--- src/rtl/rtcmon_pkg.sv ---
package rtcmon_pkg;

  typedef enum logic [2:0] {
    EV_START   = 3'd0,
    EV_RSTART  = 3'd1,
    EV_ADDR_WR = 3'd2,
    EV_ADDR_RD = 3'd3,
    EV_DATA_WR = 3'd4,
    EV_DATA_RD = 3'd5,
    EV_STOP    = 3'd6,
    EV_NONE    = 3'd7
  } ev_kind_e;

  typedef enum logic [2:0] {
    ST_IDLE   = 3'd0,
    ST_DEV    = 3'd1,
    ST_REGPTR = 3'd2,
    ST_WRITE  = 3'd3,
    ST_RDADDR = 3'd4,
    ST_READ   = 3'd5
  } mon_state_e;

  localparam int BYTE_W    = 8;
  localparam int PTR_W     = 8;
  localparam int NUM_TIME  = 7;   // seconds .. year
  localparam int IDX_SEC   = 0;
  localparam int IDX_MIN   = 1;
  localparam int IDX_HOUR  = 2;
  localparam int IDX_WDAY  = 3;
  localparam int IDX_MDAY  = 4;
  localparam int IDX_MONTH = 5;
  localparam int IDX_YEAR  = 6;

  // Two-digit BCD to binary: low digit plus ten times high digit.
  function automatic logic [BYTE_W-1:0] bcd_to_bin(input logic [BYTE_W-1:0] b);
    logic [BYTE_W-1:0] hi;
    logic [BYTE_W-1:0] lo;
    hi = {4'd0, b[7:4]};
    lo = {4'd0, b[3:0]};
    return (hi << 3) + (hi << 1) + lo;
  endfunction

  // Reserved-bit mask of each time register; hours depends on its mode bit.
  function automatic logic [BYTE_W-1:0] field_mask(input int idx,
                                                  input logic [BYTE_W-1:0] b);
    case (idx)
      IDX_SEC, IDX_MIN: return 8'h7F;
      IDX_HOUR:         return b[6] ? 8'h1F : 8'h3F;
      IDX_WDAY:         return 8'h07;
      IDX_MDAY:         return 8'h3F;
      IDX_MONTH:        return 8'h1F;
      default:          return 8'hFF;
    endcase
  endfunction

endpackage

--- src/rtl/rtcmon_seq.sv ---
module rtcmon_seq
  import rtcmon_pkg::*;
#(
  parameter logic [6:0] DEV_ADDR = 7'h68
) (
  input  logic              clk,
  input  logic              rst_n,
  input  logic              ev_fire,
  input  logic [2:0]        ev_kind,
  input  logic [BYTE_W-1:0] ev_byte,
  output logic              dec_en,
  output logic [PTR_W-1:0]  dec_ptr,
  output logic              done_wr,
  output logic              done_rd
);

  mon_state_e       state_q, state_d;
  logic [PTR_W-1:0] ptr_q, ptr_d;
  logic             pulse_wr_d, pulse_rd_d;
  ev_kind_e         kind;
  logic             addr_hit;

  assign kind     = ev_kind_e'(ev_kind);
  assign addr_hit = (ev_byte == {1'b0, DEV_ADDR});

  always_comb begin
    state_d    = state_q;
    ptr_d      = ptr_q;
    pulse_wr_d = 1'b0;
    pulse_rd_d = 1'b0;
    dec_en     = 1'b0;
    if (ev_fire) begin
      if (kind == EV_START) begin
        state_d = ST_DEV;
      end else begin
        unique case (state_q)
          ST_IDLE: ;
          ST_DEV: begin
            if (kind == EV_ADDR_WR || kind == EV_ADDR_RD) begin
              if (!addr_hit)                 state_d = ST_IDLE;
              else if (kind == EV_ADDR_WR)   state_d = ST_REGPTR;
            end
          end
          ST_REGPTR: begin
            if (kind == EV_DATA_WR) begin
              ptr_d   = ev_byte[PTR_W-1:0];
              state_d = ST_WRITE;
            end
          end
          ST_WRITE: begin
            if (kind == EV_DATA_WR) begin
              dec_en = 1'b1;
              ptr_d  = ptr_q + 1'b1;
            end else if (kind == EV_RSTART) begin
              state_d = ST_RDADDR;
            end else if (kind == EV_STOP) begin
              pulse_wr_d = 1'b1;
              state_d    = ST_IDLE;
            end
          end
          ST_RDADDR: begin
            if (kind == EV_ADDR_WR || kind == EV_ADDR_RD) begin
              if (!addr_hit)                 state_d = ST_IDLE;
              else if (kind == EV_ADDR_RD)   state_d = ST_READ;
            end
          end
          ST_READ: begin
            if (kind == EV_DATA_RD) begin
              dec_en = 1'b1;
              ptr_d  = ptr_q + 1'b1;
            end else if (kind == EV_STOP) begin
              pulse_rd_d = 1'b1;
              state_d    = ST_IDLE;
            end
          end
          default: state_d = ST_IDLE;
        endcase
      end
    end
  end

  assign dec_ptr = ptr_q;

  always_ff @(posedge clk) begin
    if (!rst_n) begin
      state_q <= ST_IDLE;
      ptr_q   <= '0;
      done_wr <= 1'b0;
      done_rd <= 1'b0;
    end else begin
      state_q <= state_d;
      ptr_q   <= ptr_d;
      done_wr <= pulse_wr_d;
      done_rd <= pulse_rd_d;
    end
  end

endmodule

--- src/rtl/rtcmon_fields.sv ---
module rtcmon_fields
  import rtcmon_pkg::*;
#(
  parameter int RAM_BASE = 8
) (
  input  logic              clk,
  input  logic              rst_n,
  input  logic              dec_en,
  input  logic [PTR_W-1:0]  dec_ptr,
  input  logic [BYTE_W-1:0] dec_byte,
  output logic [BYTE_W-1:0] fld [NUM_TIME],
  output logic              hour12,
  output logic              pm
);

  logic in_time_space;
  assign in_time_space = (int'(dec_ptr) < RAM_BASE);

  for (genvar i = 0; i < NUM_TIME; i++) begin : g_field
    logic hit;
    assign hit = dec_en && in_time_space && (int'(dec_ptr) == i);
    always_ff @(posedge clk) begin
      if (!rst_n)   fld[i] <= '0;
      else if (hit) fld[i] <= bcd_to_bin(dec_byte & field_mask(i, dec_byte));
    end
  end

  logic hour_hit;
  assign hour_hit = dec_en && in_time_space && (int'(dec_ptr) == IDX_HOUR);

  always_ff @(posedge clk) begin
    if (!rst_n) begin
      hour12 <= 1'b0;
      pm     <= 1'b0;
    end else if (hour_hit) begin
      hour12 <= dec_byte[6];
      pm     <= dec_byte[6] & dec_byte[5];
    end
  end

endmodule

--- src/rtl/rtcmon_top.sv ---
module rtcmon_top
  import rtcmon_pkg::*;
#(
  parameter logic [6:0] DEV_ADDR  = 7'h68,
  parameter int         RAM_BASE  = 8,
  parameter int         YEAR_BASE = 2000,
  parameter int         YEAR_W    = 12
) (
  input  logic              clk,
  input  logic              rst_n,
  input  logic              evt_valid,
  output logic              evt_ready,
  input  logic [2:0]        evt_kind,
  input  logic [7:0]        evt_byte,
  output logic              done_wr,
  output logic              done_rd,
  output logic [7:0]        t_sec,
  output logic [7:0]        t_min,
  output logic [7:0]        t_hour,
  output logic              t_hour12,
  output logic              t_pm,
  output logic [7:0]        t_wday,
  output logic [7:0]        t_mday,
  output logic [7:0]        t_month,
  output logic [YEAR_W-1:0] t_year
);

  logic              dec_en;
  logic [PTR_W-1:0]  dec_ptr;
  logic [BYTE_W-1:0] fld [NUM_TIME];
  logic              ev_fire;

  assign evt_ready = 1'b1;
  assign ev_fire   = evt_valid & evt_ready;

  rtcmon_seq #(.DEV_ADDR(DEV_ADDR)) u_seq (
    .clk     (clk),
    .rst_n   (rst_n),
    .ev_fire (ev_fire),
    .ev_kind (evt_kind),
    .ev_byte (evt_byte),
    .dec_en  (dec_en),
    .dec_ptr (dec_ptr),
    .done_wr (done_wr),
    .done_rd (done_rd)
  );

  rtcmon_fields #(.RAM_BASE(RAM_BASE)) u_fields (
    .clk      (clk),
    .rst_n    (rst_n),
    .dec_en   (dec_en),
    .dec_ptr  (dec_ptr),
    .dec_byte (evt_byte),
    .fld      (fld),
    .hour12   (t_hour12),
    .pm       (t_pm)
  );

  assign t_sec   = fld[IDX_SEC];
  assign t_min   = fld[IDX_MIN];
  assign t_hour  = fld[IDX_HOUR];
  assign t_wday  = fld[IDX_WDAY];
  assign t_mday  = fld[IDX_MDAY];
  assign t_month = fld[IDX_MONTH];
  assign t_year  = YEAR_W'(YEAR_BASE) + YEAR_W'(fld[IDX_YEAR]);

endmodule

--- config.mk ---
export PLATFORM = sky130hd
export DESIGN_NAME = rtcmon_top
export DESIGN_NICKNAME = d
export VERILOG_FILES = /design/src/rtl/rtcmon_pkg.sv /design/src/rtl/rtcmon_seq.sv /design/src/rtl/rtcmon_fields.sv /design/src/rtl/rtcmon_top.sv
export SDC_FILE = /design/constraint.sdc
export NUM_CORES = 1
export LEC_CHECK = 0
export BUFFER_PORTS_ARGS = -buffer_cell sky130_fd_sc_hd__buf_2
export CAP_MARGIN = 20
export CORE_MARGIN = 2
export CORE_UTILIZATION = 58
export CTS_CLUSTER_DIAMETER = 40
export DETAILED_ROUTE_END_ITERATION = 8
export GPL_TIMING_DRIVEN = 0
export PLACE_DENSITY = 0.95
export SLEW_MARGIN = 15
export SYNTH_ARGS = -nofsm -noshare
export SYNTH_HDL_FRONTEND = slang
export SYNTH_HIERARCHICAL = 1
export SYNTH_SLANG_ARGS = --single-unit
--- constraint.sdc ---
create_clock -name clk -period 7.6 [get_ports clk]
set_input_delay 2.28 -clock clk [delete_from_list [all_inputs] [get_ports clk]]
set_output_delay 2.28 -clock clk [all_outputs]
set_load 0.02 [all_outputs]
==> results of run 1 <==
[final timing paths]
check / startpoint / to / slack (ns) / cells after the start
worst max-delay path: evt_kind[0] / u_fields/fld[18] / 3.04 / 7
worst min-delay path: u_fields/fld[0] / u_fields/fld[0] / 0.45 / 2
worst max register to register: u_seq/state_q[1] / u_fields/fld[18] / 4.62 / 6
worst min register to register: u_fields/fld[0] / u_fields/fld[0] / 0.45 / 2
[power by group through the flow]
| stage | Clock, mW | Sequential (mW) | Combinational [mW] |
|---|---|---|---|
| 6_report | 0.289 | 0.299 | 0.0790 |
| 5_1_grt | 0.305 | 0.298 | 0.0862 |
| 4_1_cts | 0.294 | 0.299 | 0.0769 |
| 3_5_place_dp | 0 | 0.305 | 0.0758 |
| 3_3_place_gp | 0 | 0.305 | 0.0740 |
| 2_1_floorplan | 0 | 0.305 | 0.0560 |
[worst register-to-register path, cell delays in order (launching register included)]
cell,delay (ns)
dfxtp_1,0.43
or3b_4,0.44
a2111oi_0,0.65
nand2b_1,0.37
nor4_4,0.64
mux2i_1,0.27
nor2_1,0.06
[final cells by class]
class,instances,area [um2]
multi-input combinational,308,1970
fill,380,1520
tap,72,90.1
clock buffer,10,138
inverter,14,52.6
timing repair buffer,63,315
buffer,37,210
sequential,57,1140
clock inverter,6,66.3
[sequential cells by signal, indices dropped and copies added, names as in the netlist]
register         flops
u_fields/fld        42
u_fields/hour12      1
u_fields/pm          1
u_seq/dec_ptr        8
u_seq/done_rd        1
u_seq/done_wr        1
u_seq/state_q        3
[cells by family after synthesis]
kind of cell,after synthesis,share of synthesized area
simple gates,154,0.245
xor+xnor,9,0.0237
mux,16,0.0493
fa+ha+maj,18,0.0768
flops,57,0.343
other cells,2,0.00226
compound gates,96,0.181
buf+inv,51,0.0790
[routing by layer]
metal / vias to the layer above / track usage / part of all wire
li1: 1568 / - / -
met4: 0 / 0.122 / 0.026
met5: - / 0 / 0
met1: 1498 / 0.361 / 0.40
met3: 31 / 0.0577 / 0.094
met2: 213 / 0.487 / 0.48
[cell usage in the layout, fill, tap and decap left out, drive strengths merged, types with 2 or more instances in the layout]
cell type  synthesis  final
o21a               2      2
inv               14     15
xnor2              7      7
ha                14     14
nand4              4      4
dfxtp             57     57
nor3b              2      2
a21oi             45     45
and4               3      3
mux2i             13     13
o211ai             4      4
nand2b            10     10
nor2b             12     12
nand4b             2      2
nand2             55     55
o31ai              2      2
mux2               3      3
nor4               7      7
a2111oi            2      2
a21o               6      6
a211o              2      2
nor3               3      3
and3               3      3
a22oi              2      2
o21ai             14     14
a211oi            10     10
buf               24     87
or3b               2      2
clkinvlp           0      3
o221a              2      2
clkbuf            13     23
conb               2     15
nor2              26     26
xor2               2      2
nand3             17     17
nand3b             2      2
fa                 4      4
[metrics by stage]
stage	area (um2)	cells
2_1_floorplan	3370	416
3_3_place_gp	3780	551
3_5_place_dp	3780	551
4_1_cts	3980	567
5_1_grt	3980	567
6_report	3980	567
==> results.py, run 1 <==
metrics = {
    "sta": {
        "final.setup.tns_ns": 0,
        "hold_viol": 0,
        "post-route-period-util": 0.601,
        "worst_clock_skew_ns": 0.00720,
        "fin_crit_ns": 4.56,
        "rsz0062_at_grt": "false",
        "fin_ws_ns": 3.04,
        "fmax_ghz": 0.219,
        "finalHoldWorstSlack_ns": 0.451,
        "setup_violations": 0,
        "slew_headroom": 0.505,
        "worst_pin_slew_ns": 0.724,
        "finalMaxSlewViolations": 0,
    },
    "yosys": {
        "yosys_warnings": 6,
        "ys_async_sr_fraction": 0,
        "synth_seq_area_share": 0.343,
        "syn_area_per_cell_um2": 8.25,
        "synth_edf_count": 0,
        "synthCells": 403,
        "synth_top_area_cell": "dfxtp_1",
        "synthDistinctLibCells": 55,
        "ys_seq_elements": 57,
        "yosysMostFrequentCell": "dfxtp_1",
        "yosysTopAreaCellShare": 0.343,
        "syn_area_um2": 3330,
        "yosys-top-cells-count": "dfxtp_1 (57), nand2_1 (55), a21oi_1 (45)",
        "ys.flop_type": "dfxtp_1",
        "synth_area_leaders": "dfxtp_1 (34%), a21oi_1 (6.8%), nand2_1 (6.2%), ha_1 (5.3%), mux2i_1 (3.9%)",
    },
    "clock_tree": {
        "cts_max_path_buffers": 2,
        "cts_setup_buffers": 0,
        "cts-hold-fix-buffers": 0,
        "insertion_delay_ns": 0.33,
        "root_buffer": "clkbuf_8",
        "numCtsBuffers": 9,
        "cts_tree": "done",
        "clk_pin_slew_ns": 0.07,
        "cts_resized": 0,
        "clock-sinks": 57,
        "htreeDepth": 3,
    },
    "drt": {
        "avgViaCountPerCell": 5.84,
        "remaining_drc_errors": 0,
        "firstDrtPassIters": 5,
        "first_iter_violations": 285,
        "wl_per_cell_um": 15.7,
        "dr_total_vias": 3310,
        "ant_nets": 0,
        "finalWirelength_um": 8880,
    },
    "critical_path": {
        "slowest_delay_ns": 0.65,
        "critPathTopFamily": "simple AND/OR/NAND/NOR gates",
        "cp.buffers_inverters": 1,
        "critPathLaunchType": "primary input",
        "worst_path_max_delay_cell": "a2111oi_0",
        "cp.required_ns": 7.81,
        "critical_path_arrival_ns": 4.77,
        "path_cells": "buf_2 > or3b_4 > a2111oi_0 > nand2b_1 > nor4_4 > mux2i_1 > nor2_1",
        "end_kind": "register",
        "crit_fanout": 9,
        "critPathKind": "in2reg",
    },
    "placed_design": {
        "dp_hpwl_um": 6070,
        "portBuffers": 63,
        "dp_slack_ns": 2.80,
        "place_congestion": 0.967,
    },
    "die": {
        "core_area_um2": 5510,
        "num_rows": 27,
        "fp.dieH_um": 79.7,
        "die_area_um2": 6360,
        "die_x_um": 79.7,
        "start_util": 0.604,
        "ios": 79,
    },
    "run": {
        "maxCapViolCount": 0,
    },
    "global_routing": {
        "antenna_found_initial": 0,
        "grt_pass1_wl_um": 14300,
        "grt_max_degree": 12,
        "grt_usage": 0.289,
        "first_global_vias": 3003,
        "grt_overflow": 0,
    },
    "outcome": {
        "outcome": "finished clean",
    },
    "pwr": {
        "switching_power_uw": 177,
        "p_seq_frac": 0.448,
        "power_frac_comb": 0.119,
        "ir_drop_mv": 0.154,
        "cellLeakagePower_nw": 1.69,
        "power.density_nw_per_um2": 167,
        "clockPowerShare": 0.434,
        "sw_frac_of_total": 0.266,
        "finalPower_uw": 667,
        "power.internal_uw": 490,
    },
    "finish": {
        "area_delta_synth_final_pct": 19.8,
        "utilization": 0.723,
        "num_antenna_cells": 0,
        "drive_gt1_frac": 0.230,
        "final_nets": 522,
    },
    "min_path": {
        "hold_class": "reg2reg",
    },
}
Power figures use the tool's default switching activity.
==> run 2: changes to the inputs <==
Settings changed: CORE_UTILIZATION 58 to 49, PLACE_DENSITY 0.95 to 0.87.
Clock period 7.6 ns to 4.1 ns, I/O delays scaled along.
==> results.py, run 2 (synthesis gave the netlist of run 1 again) <==
metrics = {
    "drt": {
        "finalWirelength_um": 8600,
        "ant_nets": 0,
        "remaining_drc_errors": 0,
        "dr_total_vias": 3259,
        "wl_per_cell_um": 14.9,
        "first_iter_violations": 434,
        "avgViaCountPerCell": 5.67,
        "firstDrtPassIters": 5,
    },
    "die": {
        "fp.dieH_um": 86.4,
        "core_area_um2": 6680,
        "start_util": 0.498,
        "die_x_um": 86.4,
        "die_area_um2": 7460,
        "num_rows": 30,
        "ios": 79,
    },
    "critical_path": {
        "cp.required_ns": 4.32,
        "critPathKind": "in2reg",
        "crit_fanout": 9,
        "critical_path_arrival_ns": 3.75,
        "end_kind": "register",
        "critPathLaunchType": "primary input",
    },
    "finish": {
        "layout_commonest_cell": "buf_2",
        "num_antenna_cells": 0,
        "multi_input_area_um2": 1970,
        "final_cells": 575,
        "final_nets": 522,
        "drive_gt1_frac": 0.230,
        "seqCellArea_um2": 1140,
        "largest_reg_flops": 42,
        "final_cell_mix": "buf_2 (69), dfxtp_1 (57), nand2_1 (55), a21oi_1 (45), nor2_1 (26)",
        "largest_register": "u_fields/fld",
        "fill_cells": 567,
        "area_delta_synth_final_pct": 20.1,
    },
    "clock_tree": {
        "root_buffer": "clkbuf_8",
        "cts_setup_buffers": 0,
        "cts_tree": "done",
        "cts_max_path_buffers": 2,
        "cts_resized": 0,
        "htreeDepth": 3,
        "cts-hold-fix-buffers": 0,
        "insertion_delay_ns": 0.34,
        "numCtsBuffers": 9,
        "clk_pin_slew_ns": 0.07,
        "clock-sinks": 57,
    },
    "global_routing": {
        "grt_overflow": 0,
        "antenna_found_initial": 0,
        "first_global_vias": 2976,
        "grt_usage": 0.229,
        "grt_max_degree": 12,
        "grt_pass1_wl_um": 13600,
    },
    "run": {
        "maxCapViolCount": 0,
    },
    "pwr": {
        "sw_frac_of_total": 0.272,
        "power_frac_comb": 0.119,
        "cellLeakagePower_nw": 1.69,
        "power.density_nw_per_um2": 312,
        "p_seq_frac": 0.444,
        "switching_power_uw": 340,
        "power.internal_uw": 908,
        "clockPowerShare": 0.438,
        "ir_drop_mv": 0.176,
    },
    "placed_design": {
        "place_inst": 559,
        "dp_hpwl_um": 6040,
        "place_congestion": 0.928,
        "portBuffers": 63,
    },
    "sta": {
        "hold_viol": 0,
        "worst_pin_slew_ns": 0.762,
        "worst_clock_skew_ns": 0.0128,
        "fin_crit_ns": 3.53,
        "post-route-period-util": 0.860,
        "rsz0062_at_grt": "false",
        "finalMaxSlewViolations": 0,
        "final.setup.tns_ns": 0,
        "fmax_ghz": 0.284,
        "setup_violations": 0,
        "slew_headroom": 0.479,
    },
    "min_path": {
        "hold_class": "reg2reg",
    },
    "outcome": {
        "outcome": "finished clean",
    },
}
[run 2: path summary, 6_finish.rpt]
check | startpoint | to | slack [ns] | cells past startpoint
setup / recovery | evt_kind[0] | u_fields/fld[18] | 0.57 | 7
hold / removal | u_fields/fld[48] | u_fields/fld[48] | 0.45 | 2
setup reg to reg | u_seq/state_q[1] | u_fields/fld[18] | 1.10 | 6
hold reg to reg | u_fields/fld[48] | u_fields/fld[48] | 0.45 | 2
[run 2: cell type report]
type,count,area share
multi-input combinational,308,0.493
sequential,57,0.286
timing repair buffer,63,0.0789
buffer,37,0.0526
clock buffer,10,0.0345
tap,80,0.0251
clock inverter,6,0.0166
inverter,14,0.0132
[run 2: power by group through the flow]
| stage | combinational [mW] | sequential (mW) | clock (mW) |
|---|---|---|---|
| 3_3_place_gp | 0.138 | 0.566 | 0 |
| 5_1_grt | 0.160 | 0.553 | 0.572 |
| 6_report | 0.148 | 0.553 | 0.546 |
| 2_1_floorplan | 0.104 | 0.566 | 0 |
| 3_5_place_dp | 0.142 | 0.566 | 0 |
| 4_1_cts | 0.145 | 0.553 | 0.552 |
[run 2: critical path, cell delays in order]
cell and delay, ns:
buf_2 0.11, or3b_4 0.39, a2111oi_0 0.68, nand2b_1 0.36, nor4_4 0.62, mux2i_1 0.28
nor2_1 0.07
[run 2: routing by layer]
metal,GRT usage,vias up,part of all wire
li1,-,1561,-
met1,0.279,1530,0.43
met2,0.379,145,0.48
met3,0.0505,23,0.066
met4,0.119,0,0.023
met5,0,-,0
[run 2: stage by stage]
step / total power, mW / utilization / hold WS (ns) / cell area (um2) / setup WS (ns)
3_5_place_dp: 0.708 / 0.567 / 0.441 / 3790 / 0.259
5_1_grt: 1.28 / 0.598 / 0.469 / 3990 / 0.266
3_3_place_gp: 0.704 / 0.567 / 0.438 / 3790 / 0.383
2_1_floorplan: 0.670 / - / 0.476 / 3370 / 0.830
6_report: 1.25 / 0.598 / 0.449 / 3990 / 0.575
4_1_cts: 1.25 / 0.598 / 0.451 / 3990 / 0.575
